<file path="src/rtl/aux_uart_pkg.sv">
`timescale 1ns/1ps
package aux_uart_pkg;

  localparam int ADDR_W = 8;
  localparam int IDX_W  = ADDR_W - 2;

  // Word indices (byte offset / 4) of the decoded registers
  localparam logic [IDX_W-1:0] IDX_IRQ_STAT = IDX_W'(6'h00);
  localparam logic [IDX_W-1:0] IDX_ENABLES  = IDX_W'(6'h01);
  localparam logic [IDX_W-1:0] IDX_DATA     = IDX_W'(6'h10);
  localparam logic [IDX_W-1:0] IDX_INT_EN   = IDX_W'(6'h11);
  localparam logic [IDX_W-1:0] IDX_INT_ID   = IDX_W'(6'h12);
  localparam logic [IDX_W-1:0] IDX_LINE_ST  = IDX_W'(6'h15);
  localparam logic [IDX_W-1:0] IDX_CONTROL  = IDX_W'(6'h18);
  localparam logic [IDX_W-1:0] IDX_EXT_ST   = IDX_W'(6'h19);

  // Fixed read patterns
  localparam logic [31:0] FIFO_FLAGS   = 32'h0000_00C0;
  localparam logic [31:0] LINE_IDLE    = 32'h0000_0060;
  localparam logic [31:0] EXT_IDLE     = 32'h0000_030E;
  localparam logic [31:0] ENABLES_VAL  = 32'h0000_0001;
  localparam logic [31:0] CONTROL_VAL  = 32'h0000_0003;
  localparam int          EXT_CNT_LSB  = 16;

  // Strobes from control to datapath
  typedef struct packed {
    logic push;    // store incoming byte
    logic pop;     // advance read position
    logic flush;   // force count to zero
    logic txLoad;  // launch transmit byte
  } fifoStrobe_t;

endpackage

</file>
<file path="src/rtl/aux_uart_dp.sv">
`timescale 1ns/1ps
module aux_uart_dp
  import aux_uart_pkg::*;
#(
  parameter int DATA_W = 8,
  parameter int DEPTH  = 8,
  localparam int PTR_W = (DEPTH > 1) ? $clog2(DEPTH) : 1,
  localparam int CNT_W = $clog2(DEPTH + 1)
) (
  input  logic              clk,
  input  logic              rstN,
  input  fifoStrobe_t       stb,
  input  logic [DATA_W-1:0] rxData,
  input  logic [DATA_W-1:0] wrByte,
  output logic [CNT_W-1:0]  count,
  output logic [DATA_W-1:0] headByte,
  output logic              txStrobe,
  output logic [DATA_W-1:0] txByte
);

  localparam int SUM_W = CNT_W + 1;
  localparam logic [SUM_W-1:0] DEPTH_S = SUM_W'(DEPTH);
  localparam logic [PTR_W-1:0] LAST_P  = PTR_W'(DEPTH - 1);

  logic [DATA_W-1:0] mem [DEPTH];
  logic [PTR_W-1:0]  rdPtr;
  logic [PTR_W-1:0]  wrPtr;
  logic [SUM_W-1:0]  slotSum;
  logic [SUM_W-1:0]  slotWrap;

  // write slot = read position + count, folded into the ring
  always_comb begin
    slotSum  = SUM_W'(rdPtr) + SUM_W'(count);
    slotWrap = (slotSum >= DEPTH_S) ? (slotSum - DEPTH_S) : slotSum;
    wrPtr    = slotWrap[PTR_W-1:0];
  end

  assign headByte = mem[rdPtr];

  always_ff @(posedge clk or negedge rstN) begin
    if (!rstN) begin
      for (int i = 0; i < DEPTH; i++) mem[i] <= '0;
    end else if (stb.push) begin
      mem[wrPtr] <= rxData;
    end
  end

  always_ff @(posedge clk or negedge rstN) begin
    if (!rstN) begin
      rdPtr <= '0;
    end else if (stb.pop) begin
      rdPtr <= (rdPtr == LAST_P) ? '0 : rdPtr + 1'b1;
    end
  end

  always_ff @(posedge clk or negedge rstN) begin
    if (!rstN) begin
      count <= '0;
    end else if (stb.flush) begin
      count <= '0;
    end else begin
      case ({stb.push, stb.pop})
        2'b10:   count <= count + 1'b1;
        2'b01:   count <= count - 1'b1;
        default: count <= count;
      endcase
    end
  end

  always_ff @(posedge clk or negedge rstN) begin
    if (!rstN) begin
      txStrobe <= 1'b0;
      txByte   <= '0;
    end else begin
      txStrobe <= stb.txLoad;
      if (stb.txLoad) txByte <= wrByte;
    end
  end

  a_r3_no_overflow: assert property (@(posedge clk) disable iff (!rstN)
    count <= CNT_W'(DEPTH));

  a_r9_flush_empties: assert property (@(posedge clk) disable iff (!rstN)
    stb.flush |=> (count == '0));

  a_r13_push_pop_hold: assert property (@(posedge clk) disable iff (!rstN)
    (stb.push && stb.pop && !stb.flush) |=> (count == $past(count)));

  a_r5_tx_pulse: assert property (@(posedge clk) disable iff (!rstN)
    stb.txLoad |=> (txStrobe && txByte == $past(wrByte)));

  a_r5_tx_single: assert property (@(posedge clk) disable iff (!rstN)
    !stb.txLoad |=> !txStrobe);

endmodule

</file>
<file path="src/rtl/aux_uart_ctrl.sv">
`timescale 1ns/1ps
module aux_uart_ctrl
  import aux_uart_pkg::*;
#(
  parameter int DATA_W = 8,
  parameter int DEPTH  = 8,
  localparam int CNT_W = $clog2(DEPTH + 1)
) (
  input  logic              clk,
  input  logic              rstN,
  input  logic              busSel,
  input  logic              busWrite,
  input  logic [ADDR_W-1:0] busAddr,
  input  logic [31:0]       busWdata,
  output logic [31:0]       busRdata,
  input  logic              rxValid,
  output logic              rxReady,
  input  logic [CNT_W-1:0]  count,
  input  logic [DATA_W-1:0] headByte,
  output fifoStrobe_t       stb,
  output logic              irq
);

  localparam logic [CNT_W-1:0] FULL_C = CNT_W'(DEPTH);

  logic [IDX_W-1:0] wordIdx;
  logic             rdAcc;
  logic             wrAcc;
  logic [1:0]       intEn;
  logic             nonEmpty;
  logic             unusedBits;

  assign wordIdx    = busAddr[ADDR_W-1:2];
  assign rdAcc      = busSel && !busWrite;
  assign wrAcc      = busSel && busWrite;
  assign nonEmpty   = (count != '0);
  assign unusedBits = ^{busAddr[1:0], busWdata[31:DATA_W]};

  // strobes toward the datapath
  always_comb begin
    stb.flush  = wrAcc && (wordIdx == IDX_INT_ID) && busWdata[1];
    stb.txLoad = wrAcc && (wordIdx == IDX_DATA);
    stb.pop    = rdAcc && (wordIdx == IDX_DATA) && nonEmpty;
    rxReady    = (count != FULL_C) && !stb.flush;
    stb.push   = rxValid && rxReady;
  end

  always_ff @(posedge clk or negedge rstN) begin
    if (!rstN) begin
      intEn <= 2'b00;
    end else if (wrAcc && wordIdx == IDX_INT_EN) begin
      intEn <= busWdata[1:0];
    end
  end

  assign irq = (intEn[0] && nonEmpty) || intEn[1];

  // read mux
  always_comb begin
    busRdata = '0;
    if (rdAcc) begin
      case (wordIdx)
        IDX_IRQ_STAT: busRdata = {31'd0, irq};
        IDX_ENABLES:  busRdata = ENABLES_VAL;
        IDX_DATA:     busRdata = 32'(headByte);
        IDX_INT_EN:   busRdata = FIFO_FLAGS | {30'd0, intEn};
        IDX_INT_ID:   busRdata = FIFO_FLAGS
                                 | (nonEmpty ? 32'h4 : 32'h2)
                                 | {31'd0, !irq};
        IDX_LINE_ST:  busRdata = LINE_IDLE | {31'd0, nonEmpty};
        IDX_CONTROL:  busRdata = CONTROL_VAL;
        IDX_EXT_ST:   busRdata = nonEmpty
                                 ? (EXT_IDLE | 32'h1 | (32'(count) << EXT_CNT_LSB))
                                 : EXT_IDLE;
        default:      busRdata = '0;
      endcase
    end
  end

  a_r3_full_blocks: assert property (@(posedge clk) disable iff (!rstN)
    (count == FULL_C) |-> !stb.push);

  a_r7_tx_irq: assert property (@(posedge clk) disable iff (!rstN)
    (wrAcc && wordIdx == IDX_INT_EN && busWdata[1]) |=> irq);

  a_r4_empty_read_stable: assert property (@(posedge clk) disable iff (!rstN)
    (rdAcc && wordIdx == IDX_DATA && !nonEmpty && !rxValid) |=> $stable(count));

  a_r13_flush_no_push: assert property (@(posedge clk) disable iff (!rstN)
    stb.flush |-> !stb.push);

endmodule

</file>
<file path="src/rtl/aux_uart_regs.sv">
`timescale 1ns/1ps
module aux_uart_regs
  import aux_uart_pkg::*;
#(
  parameter int DATA_W = 8,
  parameter int DEPTH  = 8
) (
  input  logic              clk,
  input  logic              rstN,
  input  logic              busSel,
  input  logic              busWrite,
  input  logic [ADDR_W-1:0] busAddr,
  input  logic [31:0]       busWdata,
  output logic [31:0]       busRdata,
  input  logic              rxValid,
  input  logic [DATA_W-1:0] rxData,
  output logic              rxReady,
  output logic              txStrobe,
  output logic [DATA_W-1:0] txByte,
  output logic              irq
);

  localparam int CNT_W = $clog2(DEPTH + 1);

  fifoStrobe_t       stb;
  logic [CNT_W-1:0]  count;
  logic [DATA_W-1:0] headByte;

  aux_uart_ctrl #(.DATA_W(DATA_W), .DEPTH(DEPTH)) u_ctrl (
    .clk      (clk),
    .rstN     (rstN),
    .busSel   (busSel),
    .busWrite (busWrite),
    .busAddr  (busAddr),
    .busWdata (busWdata),
    .busRdata (busRdata),
    .rxValid  (rxValid),
    .rxReady  (rxReady),
    .count    (count),
    .headByte (headByte),
    .stb      (stb),
    .irq      (irq)
  );

  aux_uart_dp #(.DATA_W(DATA_W), .DEPTH(DEPTH)) u_dp (
    .clk      (clk),
    .rstN     (rstN),
    .stb      (stb),
    .rxData   (rxData),
    .wrByte   (busWdata[DATA_W-1:0]),
    .count    (count),
    .headByte (headByte),
    .txStrobe (txStrobe),
    .txByte   (txByte)
  );

endmodule

</file>
<file path="config.mk">
export PLATFORM = sky130hd
export DESIGN_NAME = aux_uart_regs
export DESIGN_NICKNAME = d
export VERILOG_FILES = /design/src/rtl/aux_uart_pkg.sv /design/src/rtl/aux_uart_dp.sv /design/src/rtl/aux_uart_ctrl.sv /design/src/rtl/aux_uart_regs.sv
export SDC_FILE = /design/constraint.sdc
export NUM_CORES = 1
export LEC_CHECK = 0
export BUFFER_PORTS_ARGS = -buffer_cell sky130_fd_sc_hd__buf_2
export CORE_MARGIN = 2
export CORE_UTILIZATION = 40
export CTS_CLUSTER_DIAMETER = 150
export CTS_CLUSTER_SIZE = 10
export DETAILED_ROUTE_END_ITERATION = 10
export PLACE_DENSITY = 0.61
export RECOVER_POWER = 100
export SLEW_MARGIN = 20
export SYNTH_ARGS = -nofsm -noshare
export SYNTH_HDL_FRONTEND = slang
export SYNTH_SLANG_ARGS = --single-unit
</file>
<file path="constraint.sdc">
create_clock -name clk -period 7.08 [get_ports clk]
set_clock_uncertainty 0.15 [all_clocks]
set_input_delay 0 -clock clk [delete_from_list [all_inputs] [get_ports clk]]
set_output_delay 0 -clock clk [all_outputs]
set_load 0.05 [all_outputs]
</file>
After elaboration in Yosys (flattened, before gate mapping)
Cells that the tools add are included.
W data, S select, Z words.
{ "totals": {"regBits": 82, "wordCells": 69, "inputBits": 53, "out_inout_bits": 43} }
{ "op_classes": {"mux": 14, "eq_ne": 11, "n_reduce_logical": 19, "magnitude_cmp": 4, "n_bitwise": 3, "n_addsub": 5} }
{ "op_table": {"columns": ["operator", "n"], "rows": [
  ["$pmux W32 S8", 1],
  ["$bwmux W64", 1],
  ["$eq A6 B5 Y1 const B", 6],
  ["$mux W32", 1],
  ["$or A32 B1 Y32", 1],
  ["$bmux W8 S3", 1],
  ["$demux W8 S3", 1],
  ["$mux W8", 3],
  ["$mux W20", 1],
  ["$logic_and A1 B1 Y1", 12],
  ["$mux W3", 3],
  ["$ge A4 B4 Y1 const B", 2],
  ["$not A3 Y4", 2],
  ["$pmux W4 S2", 1],
  ["$eq A6 B1 Y1 const B", 1],
  ["$logic_not A6 Y1", 1],
  ["$add A3 B4 Y5", 1],
  ["$ge A5 B4 Y1 const B", 1],
  ["$add A4 B1 Y4 const B", 1],
  ["$lt A4 B1 Y1 const B", 1],
  ["$mux W4", 1],
  ["$ne A4 B4 Y1 const B", 1],
  ["$reduce_bool A4 Y1", 1],
  ["$sub A4 B1 Y4 const B", 1],
  ["8 further kinds", 10]
]} }

Logic depth before layout (Yosys ltp)
Gate-level depths: netlist (run 1).
{ "depth": {"word_depth": 9, "mapped_depth": 10, "mapped_depth_nobuf": 8} }

Hierarchy
A second synthesis (run 1) with hierarchy kept.
{ "unflattened": {"cells_unflattened": 327, "area_unflattened_um2": 4429.2} }
{ "by_module_without_submodules": {"columns": ["mod", "instances", "cells_each", "seq_area_each_um2", "area_each_um2"], "rows": [
  ["aux_uart_dp", 1, 245, 2001.9, 3797.4],
  ["aux_uart_ctrl", 1, 82, 50.0, 631.9]
]} }

Worst setup path after synthesis (run 1)
Ideal clock, no wire load.
{ "synth_timing": {"path_type": "reg2out", "start": "reg u_dp.rdPtr[0]", "end": "out busRdata[0]", "required_time_ps": 6930, "n_path_buf": 2, "t_arrival_ps": 2475, "path_stages_with_launch": 7, "slack_ps": 4455, "path_cell_list": "dfrtp_1 clkbuf_1 buf_2 mux2i_1 nor2_1 a2111oi_0 a21boi_0"} }
{ "synth_between": {"elab_chain_cells": 6} }
{ "synth_rtl": {"columns": ["element", "line", "text"], "rows": [
  ["from (decl)", "aux_uart_dp.sv:26", "logic [PTR_W-1:0] rdPtr;"],
  ["from (signal assigned)", "aux_uart_dp.sv:52", "rdPtr <= (rdPtr == LAST_P) ? '0 : rdPtr + 1'b1;"],
  ["$not A3 Y4 (implied by the code)", "aux_uart_dp.sv:38", "assign headByte = mem[rdPtr];"],
  ["$bmux W8 S3", "aux_uart_dp.sv:38", null],
  ["$mux W8 (implied by the code) (2 in a row)", "aux_uart_dp.sv:38", null],
  ["$pmux W32 S8", "aux_uart_ctrl.sv:62", "case (wordIdx)"],
  ["$mux W32", "aux_uart_ctrl.sv:61", "if (rdAcc) begin"],
  ["to (decl)", "aux_uart_regs.sv:14", "output logic [31:0] busRdata,"]
]} }
Every way passes these cells. The select of a mux whose other input is x is not followed.

Final worst setup path (run 1)
{ "layout_timing": {"start": "reg u_dp.rdPtr[1]", "end": "reg u_dp.mem[24] in the netlist's numbering"} }
{ "layout_between": {"elab_chain_cells": 9, "word_cells_on_any_way": 11, "classes_between": "add/sub (2); order compare (3); mux (4); bitwise (1); reduce/logical (1)"} }
{ "layout_rtl": {"columns": ["element", "line", "text"], "rows": [
  ["$add A3 B4 Y5 (*)", "aux_uart_dp.sv:33", "slotSum = SUM_W'(rdPtr) + SUM_W'(count);"],
  ["$ge A5 B4 Y1 / $sub A3 B1 Y3 (equally long branches)", "aux_uart_dp.sv:34", "slotWrap = (slotSum >= DEPTH_S) ? (slotSum - DEPTH_S) : slotSum;"],
  ["$mux W3 (*)", "aux_uart_dp.sv:34", null],
  ["$not A3 Y4 (implied by the code) (*)", "aux_uart_dp.sv:44", "mem[wrPtr] <= rxData;"],
  ["$ge A4 B4 Y1 (implied by the code) / $lt A4 B1 Y1 (equally long branches)", "aux_uart_dp.sv:44", null],
  ["$logic_and A1 B1 Y1 (implied by the code)", "aux_uart_dp.sv:44", null],
  ["$mux W8 (implied by the code)", "aux_uart_dp.sv:44", null],
  ["$demux W8 S3 (*)", "aux_uart_dp.sv:44", null],
  ["$bwmux W64 (*)", "aux_uart_dp.sv:44", null],
  ["to (signal, indexed assignment)", "aux_uart_dp.sv:44", null],
  ["to (decl)", "aux_uart_dp.sv:25", "logic [DATA_W-1:0] mem [DEPTH];"]
]} }
Every way passes the cells marked *; elsewhere a longest branch is shown, timed or not.
A chain may end at the register's enable or synchronous reset.

==> results summary, run 1 <==
The length of the first detailed-routing pass in iterations is 4. The final cell count without fillers is 546. The wire length on met3 came out at about 450 um. Counting flops with an async set or reset pin after synthesis yields a share of between 90% and 100%.

The total power divided by cell area came out at between 300 and 400 nW/um^2. The number of pins with negative max-slew slack in the final report came out at 9. The share of total power dissipated in combinational logic is about a third. The floorplan has 38 rows. The worst-case vdd ir drop came out at 0.189 mV. For this run, the share of the core covered by cells in the final layout is 46.6%.

The transition time at the pin with the least slew margin is approximately 1500 ps. Counting flops and latches in the post-synthesis netlist gives 82. In this run, synthesis inferred 0 flip-flops with an integrated enable.

STA classifies the critical path endpoint as a flop. The number of cells in the design after placement came out at roughly 510. The synthesized area came out at between 4000 and 5000 um^2.

The pin count of the biggest net entering global routing came out at just over 80. The remaining global-route overflow came out at 0. The routed layout has between 2000 and 3000 vias. The internal power summed over all cells came out at roughly 0.0012 W. Using the TritonRoute via totals, the vias-per-cell ratio works out to about 5.3.

The post-cts repair resize count is 0. The maximum achievable frequency came out at around 270 MHz. The final cycle utilization of the critical path is ~53%. The flow ran to the end, but the final reports show violations. Buffers placed on the I/O ports in this run total between 50 and 60. The worst setup path is of the flop to flop kind. The largest fanout on the critical path is 19.

Setup violations remaining at the end of the flow were counted as 0. The count of nets after finishing is 459. The total routing resource utilization after global routing is 16.8%. Leaving out fill and tap cells, the most frequent cell in the layout is sky130_fd_sc_hd__dfrtp_1.

The maximum buffer depth of the clock tree is 2. The cell count after synthesis came out at around 330. The cell sitting at the root of the clock tree is a sky130_fd_sc_hd__clkbuf_8. The register area share after synthesis is a little under half. The number of CTS-inserted buffers came out at 9. The tool flagged a number of max-cap violations equal to 1. The post-placement worst setup slack came out at 3770 ps.

The total wire length came out at between 9000 and 10000 um. The detailed-route wire length on metal 1 is 4270 um. The arrival time of the worst setup path came out at around 3800 ps. During I/O placement, the number of pins put on the boundary was 96. The time the worst path needs with I/O delays and setup came out at between 3000 and 4000 ps. The total inserted antenna cells is 0. The total power consumption of the routed design is 0.00172 W. The layout overhead on the synthesized area is 14.9%. In the final layout, the share of cells above drive strength 1 is about a third. The core area is 10700 um^2. In the layout the commonest cells are sky130_fd_sc_hd__dfrtp_1, sky130_fd_sc_hd__mux2_2, sky130_fd_sc_hd__clkbuf_1. The number of antenna violations at the first check in global routing is 0. The routed wirelength normalized by instance count came out at approximately 17 um. The tightest slew margin relative to the limit came out at -1.41%. The switching component of the power came out at about 0.00055 W. The mean area per synthesized cell is roughly 13 um^2. The fraction of power spent switching nets is between 30% and 40%.

The highest metal layer carrying signal wires in the routed design is met4. The count of unresolved DRC violations after routing is 0. The width of the die is ~110 um. The number of H-tree levels is 3. The count of endpoints failing hold in the final timing report came to 0.

The CTS sink count came out at between 80 and 90. The number of DRC markers after the initial detailed-route iteration came out at 142. The unique cell type count in the Yosys netlist is 52.

The type of element launching the critical path is a flop. Yosys printed 0 warnings. Clock-pin slew was measured on the worst setup and hold paths at 90 ps. TritonCTS built the clock tree. The congestion estimate from routability-driven global placement came to between 0.8 and 0.9. The setup TNS came out at 0 ps. The worst hold path belongs to the class primary input to flop. The source-to-sink clock delay at the later pin of the worst-skew pair came out at 350 ps. For the worst setup path, the data required time is about 7000 ps. The checks that failed: max-capacitance violations, max-slew violations. The number of nets with antenna violations after routing came out at 0.

Setup repair after global routing left no endpoint under its margin. The y dimension of the die came out at between 100 and 150 um. The wire length of the first global-routing pass is 14800 um. The floorplan step defined a die boundary enclosing between 10000 and 15000 um^2. Of the total power, the clock network draws 20.1%. For this configuration, the core starts out at a cell density of approximately two fifths. Detailed placement ended at an HPWL of ~6200 um. The static leakage power is 2.10 nW. The final worst slack came out at 3360 ps.

The number of global-route vias before repair came out at around 2900. The share of total power dissipated in sequential elements is 45.5%. After detailed routing, the met2 layer carries approximately 4500 um of wire. In the synthesized netlist the dominant register cell turns out to be sky130_fd_sc_hd__dfrtp_1.
==> synthesized netlist by cell type, types with 2 or more instances <==
cell                       instances  area (um^2)
sky130_fd_sc_hd__nand2_1          13         48.8
sky130_fd_sc_hd__or3_1             5         31.3
sky130_fd_sc_hd__a21oi_1           7         35.0
sky130_fd_sc_hd__nor3_4            2         32.5
sky130_fd_sc_hd__and2_1            5         31.3
sky130_fd_sc_hd__nand4_1           2         12.5
sky130_fd_sc_hd__nor3_1            3         15.0
sky130_fd_sc_hd__o21ai_0           4         20.0
sky130_fd_sc_hd__dfrtp_1          82         2050
sky130_fd_sc_hd__nand3_1           5         25.0
sky130_fd_sc_hd__nand3b_1          2         15.0
sky130_fd_sc_hd__nor2_1           16         60.1
sky130_fd_sc_hd__and3_1            2         12.5
sky130_fd_sc_hd__buf_4            20          150
sky130_fd_sc_hd__mux2_2           81          912
sky130_fd_sc_hd__nand2b_1          5         31.3
sky130_fd_sc_hd__nor4_1            2         12.5
sky130_fd_sc_hd__mux4_2           16          360
sky130_fd_sc_hd__xor2_1            3         26.3
sky130_fd_sc_hd__mux2i_1           6         60.1
sky130_fd_sc_hd__xnor2_1           2         17.5
sky130_fd_sc_hd__o22ai_1           3         18.8
sky130_fd_sc_hd__ha_1              4         50.1
sky130_fd_sc_hd__clkbuf_1          8         30.0
sky130_fd_sc_hd__buf_2             6         30.0
sky130_fd_sc_hd__nor2_4            2         22.5
==> state kept, by name, indices dropped and copies added (netlist names) <==
register and cells:
u_ctrl.intEn 2, u_dp.txByte 8, u_dp.txStrobe 1, u_dp.rdPtr 3
u_dp.count 4, u_dp.mem 64
==> metal layers <==
metal / vias to the layer above / track usage [%]
li1: 1325 / -
met1: 1458 / 22.6
met2: 88 / 27.2
met3: 9 / 4.22
met4: 0 / 4.21
met5: - / 0
==> logic make-up after synthesis <==
kind of cell	count (synthesis)	synth area share (%)
adders and majority gates	5	1.62
buffers and inverters	35	4.93
DFF	82	47.3
other	1	0.0865
muxes	104	31.0
AOI/OAI and AO/OA	27	4.19
xor gates and xnor gates	5	1.01
and+or+nand+nor	73	9.84
==> worst max-delay path, stage by stage, from the launching register on <==
cell and delay [ps]:
sky130_fd_sc_hd__dfrtp_1 770, sky130_fd_sc_hd__fa_1 600, sky130_fd_sc_hd__xnor2_1 260, sky130_fd_sc_hd__xor2_1 180, sky130_fd_sc_hd__nor3_1 1210, sky130_fd_sc_hd__mux2_2 430
==> timing repair <==
action,CTS,global route
hold endpoints to repair,158,0
hold buffers,22,0
endpoints found under the setup margin,0,0
buffers inserted,0,0
==> stage by stage <==
stage | instance area [um^2] | hold WS [ps]
6_report | 4980 | 77.6
5_1_grt | 4980 | 71.6
4_1_cts | 5060 | 53.4
3_5_place_dp | 4640 | 86.0
3_3_place_gp | 4640 | 84.5
2_1_floorplan | 4400 | -446
==> power groups by stage <==
stage	combinational (W)	clock, W	sequential, W
floorplan	0.000500	0	0.000763
global placement	0.000586	0	0.000782
detailed placement	0.000608	0	0.000797
CTS	0.000619	0.000358	0.000787
global route	0.000643	0.000378	0.000813
finish	0.000592	0.000346	0.000784
==> area by class of cell <==
cell class / instances / area (um^2)
tap: 140 / 175
multi-input combinational: 232 / 2090
fill: 1014 / 5720
clock inverter: 6 / 75.1
sequential: 82 / 2050
inverter: 1 / 3.75
timing repair buffer: 75 / 460
clock buffer: 10 / 128
==> path summary, 6_finish.rpt <==
path | end | depth (start not counted) | startpoint | slack, ps
max in group asynchronous | u_dp.mem[5] | 2 | rstN | 6170
hold / removal | u_dp.count[3] | 5 | busAddr[3] | 80
hold reg to reg | u_dp.mem[45] | 1 | u_dp.mem[45] | 360
min in group asynchronous | u_dp.mem[2] | 2 | rstN | 90
setup reg to reg | u_dp.mem[24] | 5 | u_dp.rdPtr[1] | 3360
setup / recovery | u_dp.mem[24] | 5 | u_dp.rdPtr[1] | 3360
Note: power is estimated with default switching activity, not from simulation.
==> run 2, diff against run 1 <==
ABC_AREA = 1   (was default)
PLACE_DENSITY = 0.63   (was 0.61)
clock period = 3.4 ns   (was 7.08 ns; I/O delays follow)
==> results summary, run 2 <==
The internal power summed over all cells is 0.00250 W (+110%). The met2 capacity usage during global routing came out at 28.1% (+0.87 points). The post-placement worst setup slack came out at 609 ps (-3160 ps). The share of Yosys cell area claimed by the top area cell type is 44.9% (-2.5 points).

met2 is the most crowded layer. The placement-stage cell area is 4780 um^2 (+3.0%). The starting utilization of the core area came out at 40.6% (+0.044 points).

The maximum buffer depth of the clock tree is 2 (unchanged). Broken down by cell family, the worst path's largest delay share belongs to buffers and inverters. The most common cell in the synthesized netlist is sky130_fd_sc_hd__nand2_1. The synthesized area came out at 4570 um^2 (+5.5%). The layout overhead on the synthesized area is 13.0%.

The number of CTS-inserted buffers came to 9 (unchanged). The combined area of the multi-input logic cells is 1880 um^2 (-9.9%). The wire length of the first global-routing pass came out at 17700 um (+19%).

The filler cell count is 1142 (+13%). The flip-flop count of the largest register after layout came out at 64 (unchanged). The clock power share was 25.3% (+5.2 points). The switching component of the power came out at 0.00154 W (+180%). The pin count of the biggest net entering global routing was 83 (unchanged). The number of max-capacitance violations reported is 1 (unchanged). The number of cells in the design after placement is 726 (+43%).

The type of the setup path with the least slack is flop to primary output. The TritonCTS clock tree is built. The post-synthesis cell type with the largest combined area is sky130_fd_sc_hd__dfrtp_1. The number of buffers inserted to repair setup after CTS came to 0 (unchanged). The routed wirelength normalized by instance count came out at 13.7 um (-19%). The final reports fail on max-capacitance violations, max-slew violations. The estimated wirelength of the detail-placed design came to 7010 um (+13%). The core area is 11300 um^2 (+5.4%). The met1 track utilization from global routing came out at 23.8% (+1.2 points). The total of endpoints with negative setup slack in the final report is 0 (unchanged). Leaving out fill and tap cells, the most frequent cell in the layout is sky130_fd_sc_hd__nand2_1. The mean area per synthesized cell came out at 8.27 um^2 (-37%). The arrival time of the worst setup path came out at 2860 ps (-940 ps). The width of the die came to 111 um (+2.6%). Among all flip-flop cells after synthesis, the most frequent one is sky130_fd_sc_hd__dfrtp_1. The final worst slack is 394 ps (-2970 ps). The source-to-sink clock delay at the later pin of the worst-skew pair came out at 330 ps (-20 ps). The number of H-tree levels came out at 3 (unchanged). The unique cell type count in the Yosys netlist came out at 40 (-23%). The count of endpoints failing hold in the final timing report was 0 (unchanged). The total power divided by cell area is 783 nW/um^2 (+130%). The tightest slew margin relative to the limit is -35.0% (-34 points). The stage delay of the slowest cell on the critical path is 530 ps (-680 ps). The static leakage power came out at 2.45 nW (+17%). The combined flip-flop and latch cell area is 2050 um^2 (unchanged).

The count of input and output buffers is 51 (unchanged). The synthesis-stage register bit count was 82 (unchanged). The total routing resource utilization after global routing came out at 17.8% (+1.1 points). The y dimension of the die is 111 um (+2.6%). The cell count after synthesis is 553 (+67%). The number of pins with negative max-slew slack in the final report came to 83 (+74). In the post-synthesis netlist, the biggest area contributors are sky130_fd_sc_hd__dfrtp_1, sky130_fd_sc_hd__nand2_1, sky130_fd_sc_hd__o21ai_0. The maximum achievable frequency came out at between 300 and 400 MHz. The top-level port count is 96 (unchanged). The worst setup path is launched from a flop. The run finished, with violations left.

The transition time at the pin with the least slew margin was 2020 ps (+515 ps). The total wire length is 10500 um (+14%). The clock-pin slew reported for the worst setup and hold paths after clock tree synthesis was 60 ps (-30 ps). The register area share after synthesis came out at 44.9% (-2.5 points). The part of the total power dissipated in sequential elements is 39.2% (-6.3 points). The top cell types in the final layout, fill and taps aside, are sky130_fd_sc_hd__nand2_1, sky130_fd_sc_hd__dfrtp_1, sky130_fd_sc_hd__o21ai_0. The most numerous cell type found on the critical path is sky130_fd_sc_hd__o21ai_0.

Setup repair after global routing left no endpoint under its margin. The number of global-route vias before repair came to 3588 (+24%). The proportion of power drawn by combinational gates came out at 35.5% (+1.1 points). The time the worst path needs with I/O delays and setup is between 3000 and 4000 ps. The number of enable-type register cells in the synthesized netlist is 0 (unchanged). The global placer's final weighted congestion is 0.852 (+2.2%).

The fraction of power spent switching nets came out at 38.2% (+6.0 points). The fraction of layout cells with a size suffix above 1 is 10.5% (-24 points). The final cell count without fillers came out at 769 (+41%). The global-route track usage on met3 is 3.55% (-0.67 points). The count of nets after finishing came out at 680 (+48%). The count of unresolved DRC violations after routing is 0 (unchanged). The largest registers in the layout are u_dp.mem x64, u_dp.txByte x8, u_dp.count x4. The min-delay analysis places its worst path in the category primary input to flop. The most flop-heavy register is u_dp.mem. The worst-case vdd ir drop is 0.287 mV (+52%). The final standard cell area without fillers was 5170 um^2 (+3.7%). The setup TNS is 0 ps (unchanged).

The number of DRC markers after the initial detailed-route iteration is 221 (+56%). The largest fanout on the critical path is 41 (+22). The number of nets with antenna violations after routing came out at 0 (unchanged).

The total inserted antenna cells was 0 (unchanged). The number of antenna violations at the first check in global routing was 0 (unchanged). Among all stages on the critical path, the largest delay is contributed by sky130_fd_sc_hd__clkinvlp_4. By count the netlist is led by sky130_fd_sc_hd__nand2_1, sky130_fd_sc_hd__dfrtp_1, sky130_fd_sc_hd__inv_1.

The number of warnings reported in the yosys synthesis log came to 0 (unchanged). The critical path capture point type is a primary output. The clock tree root buffer cell is sky130_fd_sc_hd__clkbuf_16. The die outline area is 12300 um^2 (+5.3%). The number of buffers and inverters on the critical path came out at 3 (+3). The cell row count came out at 39 (+2.6%).

The remaining global-route overflow is 0 (unchanged). The ratio of routed vias to standard cells is 5.01 (-5.0%). The final cycle utilization of the critical path is slightly below 90%. The post-synthesis async set-or-reset flop share is 100% (unchanged). The total vias in the final route is 3855 (+34%). The required time at the worst-slack endpoint came out at 3250 ps (-3910 ps). The final core utilization came to 45.9% (-0.72 points). The length of the first detailed-routing pass in iterations was 5 (+1).

The CTS sink count came out at 82 (unchanged). Walking the worst path, the cells encountered are buf_4, clkinvlp_4, a21oi_1, o21ai_0, nand3_1, nand2_1, o21ai_0, clkbuf_1.
[run 2: cell types whose count changed after synthesis, sizes merged, moves of 6 or more]
| cell | delta |
|---|---|
| mux4 | -16 |
| nor2 | +46 |
| inv | +56 |
| nand3 | +22 |
| mux2i | -6 |
| o211ai | +8 |
| nand2 | +111 |
| a21oi | +27 |
| o21ai | +87 |
| mux2 | -82 |
[run 2: final cells by class]
class	count	area share, %
clock buffer	10	4.43
clock inverter	5	1.55
inverter	59	4.38
multi-input combinational	389	36.4
sequential	82	39.7
tap	143	3.46
timing repair buffer	81	10.1
[run 2: path summary, 6_finish.rpt]
check	from	to	slack (ps)	cells past startpoint
min	busAddr[3]	u_dp.count[2]	40	6
max in group asynchronous	rstN	u_dp.mem[9]	1270	2
min in group asynchronous	rstN	u_dp.mem[23]	640	2
max	u_dp.rdPtr[0]	busRdata[3]	390	8
min reg2reg	u_dp.txByte[3]	u_dp.txByte[3]	330	2
max reg2reg	u_dp.count[0]	u_dp.mem[3]	410	8
[run 2: logic make-up after synthesis]
kind of cell | Yosys count | share of synthesized area [%]
and+or+nand+nor | 221 | 23.6
AOI/OAI and AO/OA | 144 | 18.0
other | 1 | 0.0820
xor gates and xnor gates | 1 | 0.192
DFF | 82 | 44.9
adders and majority gates | 5 | 1.53
buffers and inverters | 99 | 11.7
[run 2: worst min-delay path, delay by kind of cell]
family                 cells  cell delay [ps]
AND/OR/NAND/NOR            4              330
buffers and inverters      2              170
[run 2: power by group through the flow]
stage / Clock, W / Combinational (W) / Sequential, W
floorplan: 0 / 0.00143 / 0.00157
global placement: 0 / 0.00161 / 0.00159
detailed placement: 0 / 0.00166 / 0.00160
CTS: 0.00104 / 0.00168 / 0.00159
global route: 0.00109 / 0.00165 / 0.00163
finish: 0.00102 / 0.00144 / 0.00159
[run 2: through the flow]
step                total power [W]  hold WS, ps
floorplan                   0.00299         -446
global placement            0.00320         52.0
detailed placement          0.00326         57.9
CTS                         0.00431         10.8
global route                0.00437         86.2
finish                      0.00404         43.9
[run 2: timing repair]
| item | in CTS | in global routing |
|---|---|---|
| hold buffers | 28 | 0 |
| resized for setup | 0 | 1 |
| setup endpoints to repair | 0 | 1 |
| endpoints found under the hold margin | 159 | 0 |
[run 2: metal layers]
layer / wire, um / share of wire, % / vias to the layer above
li1: - / - / 1894
met1: 4700 / 45 / 1844
met2: 5080 / 48 / 90
met3: 402 / 3.8 / 27
met4: 365 / 3.5 / 0
met5: 0 / 0 / -
==> run 3, diff against run 2 <==
CORE_ASPECT_RATIO = 0.9   (was default)
==> results summary, run 3 (synthesis gave the netlist of run 2 again) <==
The maximum achievable frequency came out at 328 MHz (-1.6%). The source-to-sink clock delay at the later pin of the worst-skew pair was 340 ps (about the same). The number of nets with antenna violations after routing came out at 0 (unchanged). The maximum buffer depth of the clock tree came out at 2 (unchanged).

The total inserted antenna cells is 0 (unchanged). The largest fanout on the critical path came to 18 (-56%). The fraction of layout cells with a size suffix above 1 is 11.2% (+0.62 points).

The largest registers in the layout are u_dp.mem x64, u_dp.txByte x8, u_dp.count x4. The total of endpoints with negative setup slack in the final report came out at 0 (unchanged). The cell row count is 37 (-5.1%). The total vias in the final route came to 3798 (-1.5%).

The top-level port count came to 96 (unchanged). The number of cells in the design after placement was 740 (+1.9%). The worst setup path is launched from a flop.

The post-cts repair resize count came to 0 (unchanged). The layout overhead on the synthesized area came out at 12.8%. The signal on the critical path passes through inv_1, a21oi_1, o21ai_0, nand3_1, nand3_1, a41oi_1, clkbuf_1. The final cell count without fillers came out at 783 (+1.8%). Setup repair after global routing left no endpoint under its margin.

The count of unresolved DRC violations after routing is 0 (unchanged). The library cell used most frequently in the layout, excluding fill and tap cells, is sky130_fd_sc_hd__nand2_1. The CTS sink count is 82 (unchanged). The number of global-route vias before repair is 3563 (-0.70%).

The total wire length came out at 10600 um (+0.93%). The ratio of routed vias to standard cells was 4.85 (-3.2%). The remaining global-route overflow was 0 (unchanged). The count of input and output buffers came to 51 (unchanged). The clock tree root buffer cell is sky130_fd_sc_hd__clkbuf_16.

The pin count of the biggest net entering global routing is 83 (unchanged). The total routing resource utilization after global routing is 18.5% (+0.67 points). The tightest min-delay check is of the primary input to flop type.

The core area is 11300 um^2 (+0.21%). The worst hold path cell count came out at 6 (unchanged). The transition time at the pin with the least slew margin came out at 2010 ps (-13.5 ps). The length of the first detailed-routing pass in iterations came out at 5 (unchanged). The time the worst path needs with I/O delays and setup is 3050 ps (+47.4 ps). The y dimension of the die came out at 105 um (-4.9%). The wire length of the first global-routing pass is 17900 um (+0.98%).

The die outline area is 12300 um^2 (about the same). The worst-case vdd ir drop is 0.243 mV (-15%). The number of cell instances on the worst register-to-register path is 6 (-2).

The width of the die came out at 117 um (+5.2%). The number of H-tree levels is 3 (unchanged). The number of CTS-inserted buffers came out at 9 (unchanged). The number of antenna violations at the first check in global routing came out at 0 (unchanged).

The startpoint identified for the worst hold timing path is busAddr[3]. The worst setup path is captured at a primary output. The number of max-capacitance violations reported is 1 (unchanged).

In this design, the critical path's most frequently occurring cell is sky130_fd_sc_hd__nand3_1. The register-to-register path setup slack is 410 ps (about the same). The setup TNS is 0 ps (unchanged). The library cell contributing the largest single delay on the critical path is sky130_fd_sc_hd__dfrtp_1.

The routed wirelength normalized by instance count is 13.6 um (-0.88%). The tightest slew margin relative to the limit is -34.1% (+0.90 points). The count of nets after finishing is 680 (unchanged). The count of endpoints failing hold in the final timing report is 0 (unchanged). The starting utilization of the core area came out at 40.5% (-0.085 points). The end of the worst hold path is u_dp.count[2]. TritonCTS built the clock tree. The clock-pin slew reported for the worst setup and hold paths after clock tree synthesis came out at 70 ps (about the same). The launching point of the worst reg2reg path is u_dp.rdPtr[1]. The arrival time of the worst setup path is 2900 ps (+40 ps). The stage delay of the slowest cell on the critical path is 800 ps (+270 ps).

The final cycle utilization of the critical path is 89.8% (+1.4 points). The library cells used most frequently in the layout, excluding fill and tap cells, are sky130_fd_sc_hd__nand2_1, sky130_fd_sc_hd__dfrtp_1, sky130_fd_sc_hd__o21ai_0. The run finished, with violations left. In this run the critical register-to-register path is captured at u_dp.mem[2].

The flip-flop count of the largest register after layout is 64 (unchanged). u_dp.mem holds more flip-flops than any other register. The number of DRC markers after the initial detailed-route iteration is 433 (+96%). The final reports fail on max-capacitance violations, max-slew violations.

The static leakage power was 2.46 nW (+0.23%). The total power divided by cell area is 763 nW/um^2 (-2.4%). The global placer's final weighted congestion came out at 0.950 (+12%).

The number of pins with negative max-slew slack in the final report was 83 (unchanged). By startpoint and endpoint, the worst setup path is classified as flop to primary output. The estimated wirelength of the detail-placed design came out at 7090 um (+1.2%). The required time at the worst-slack endpoint came out at 3250 ps (about the same).
run 3: per-layer routing:
| layer | global-route usage [%] | vias up | share of wire (%) |
|---|---|---|---|
| met5 | 0 | - | 0 |
| met4 | 5.04 | 0 | 1.3 |
| met3 | 3.57 | 11 | 5.6 |
| met2 | 28.8 | 120 | 47 |
| met1 | 26.3 | 1773 | 46 |
| li1 | - | 1894 | - |
run 3: final cells by class:
type	instances	area, um^2
flip-flops and latches	82	2050
clock inverters	5	30.0
multi-input cells	389	1900
well taps	156	195
repair buffers	81	519
clock buffers	11	243
fillers	1137	6140
inverters	59	224
run 3: stage by stage:
stage	utilization, %	cell area, um^2	worst slack [ps]	hold slack [ps]	total power, W
final	45.7	5160	347	44.4	0.00394
after global routing	45.7	5160	190	105	0.00426
after CTS	47.3	5350	535	32.2	0.00421
after detailed placement	42.5	4800	670	58.6	0.00327
after global placement	42.5	4800	788	51.1	0.00320
after floorplan	-	4640	924	-446	0.00299
run 3: worst max-delay path by stage:
stage | start | endpoint | cells past startpoint
2_1_floorplan | u_dp.rdPtr[0] | busRdata[4] | 5
3_3_place_gp | u_dp.rdPtr[1] | u_dp.mem[12] | 7
3_5_place_dp | u_dp.rdPtr[1] | u_dp.mem[2] | 6
4_1_cts | u_dp.rdPtr[1] | busRdata[0] | 9
5_1_grt | u_dp.rdPtr[1] | u_dp.mem[7] | 6
6_report | u_dp.rdPtr[1] | busRdata[6] | 7
run 3: repair_timing:
item                                   4_1_cts  5_1_grt
buffers inserted                             0        0
endpoints found under the hold margin      159        0
hold buffers                                27        0
setup endpoints to repair                    0        0
run 3: critical path: cells and delay by family (launching register included):
family / cells / cell delay, ps
simple gates: 2 / 260
buf+inv: 2 / 960
flops: 1 / 800
compound gates: 3 / 540
run 3: where the power goes:
group | internal, W | leakage (nW) | switching [W]
logic | 0.000484 | 1.32 | 0.000955
clock network | 0.000511 | 0.131 | 0.000392
registers | 0.00138 | 1.01 | 0.000221
total | 0.00237 | 2.46 | 0.00157
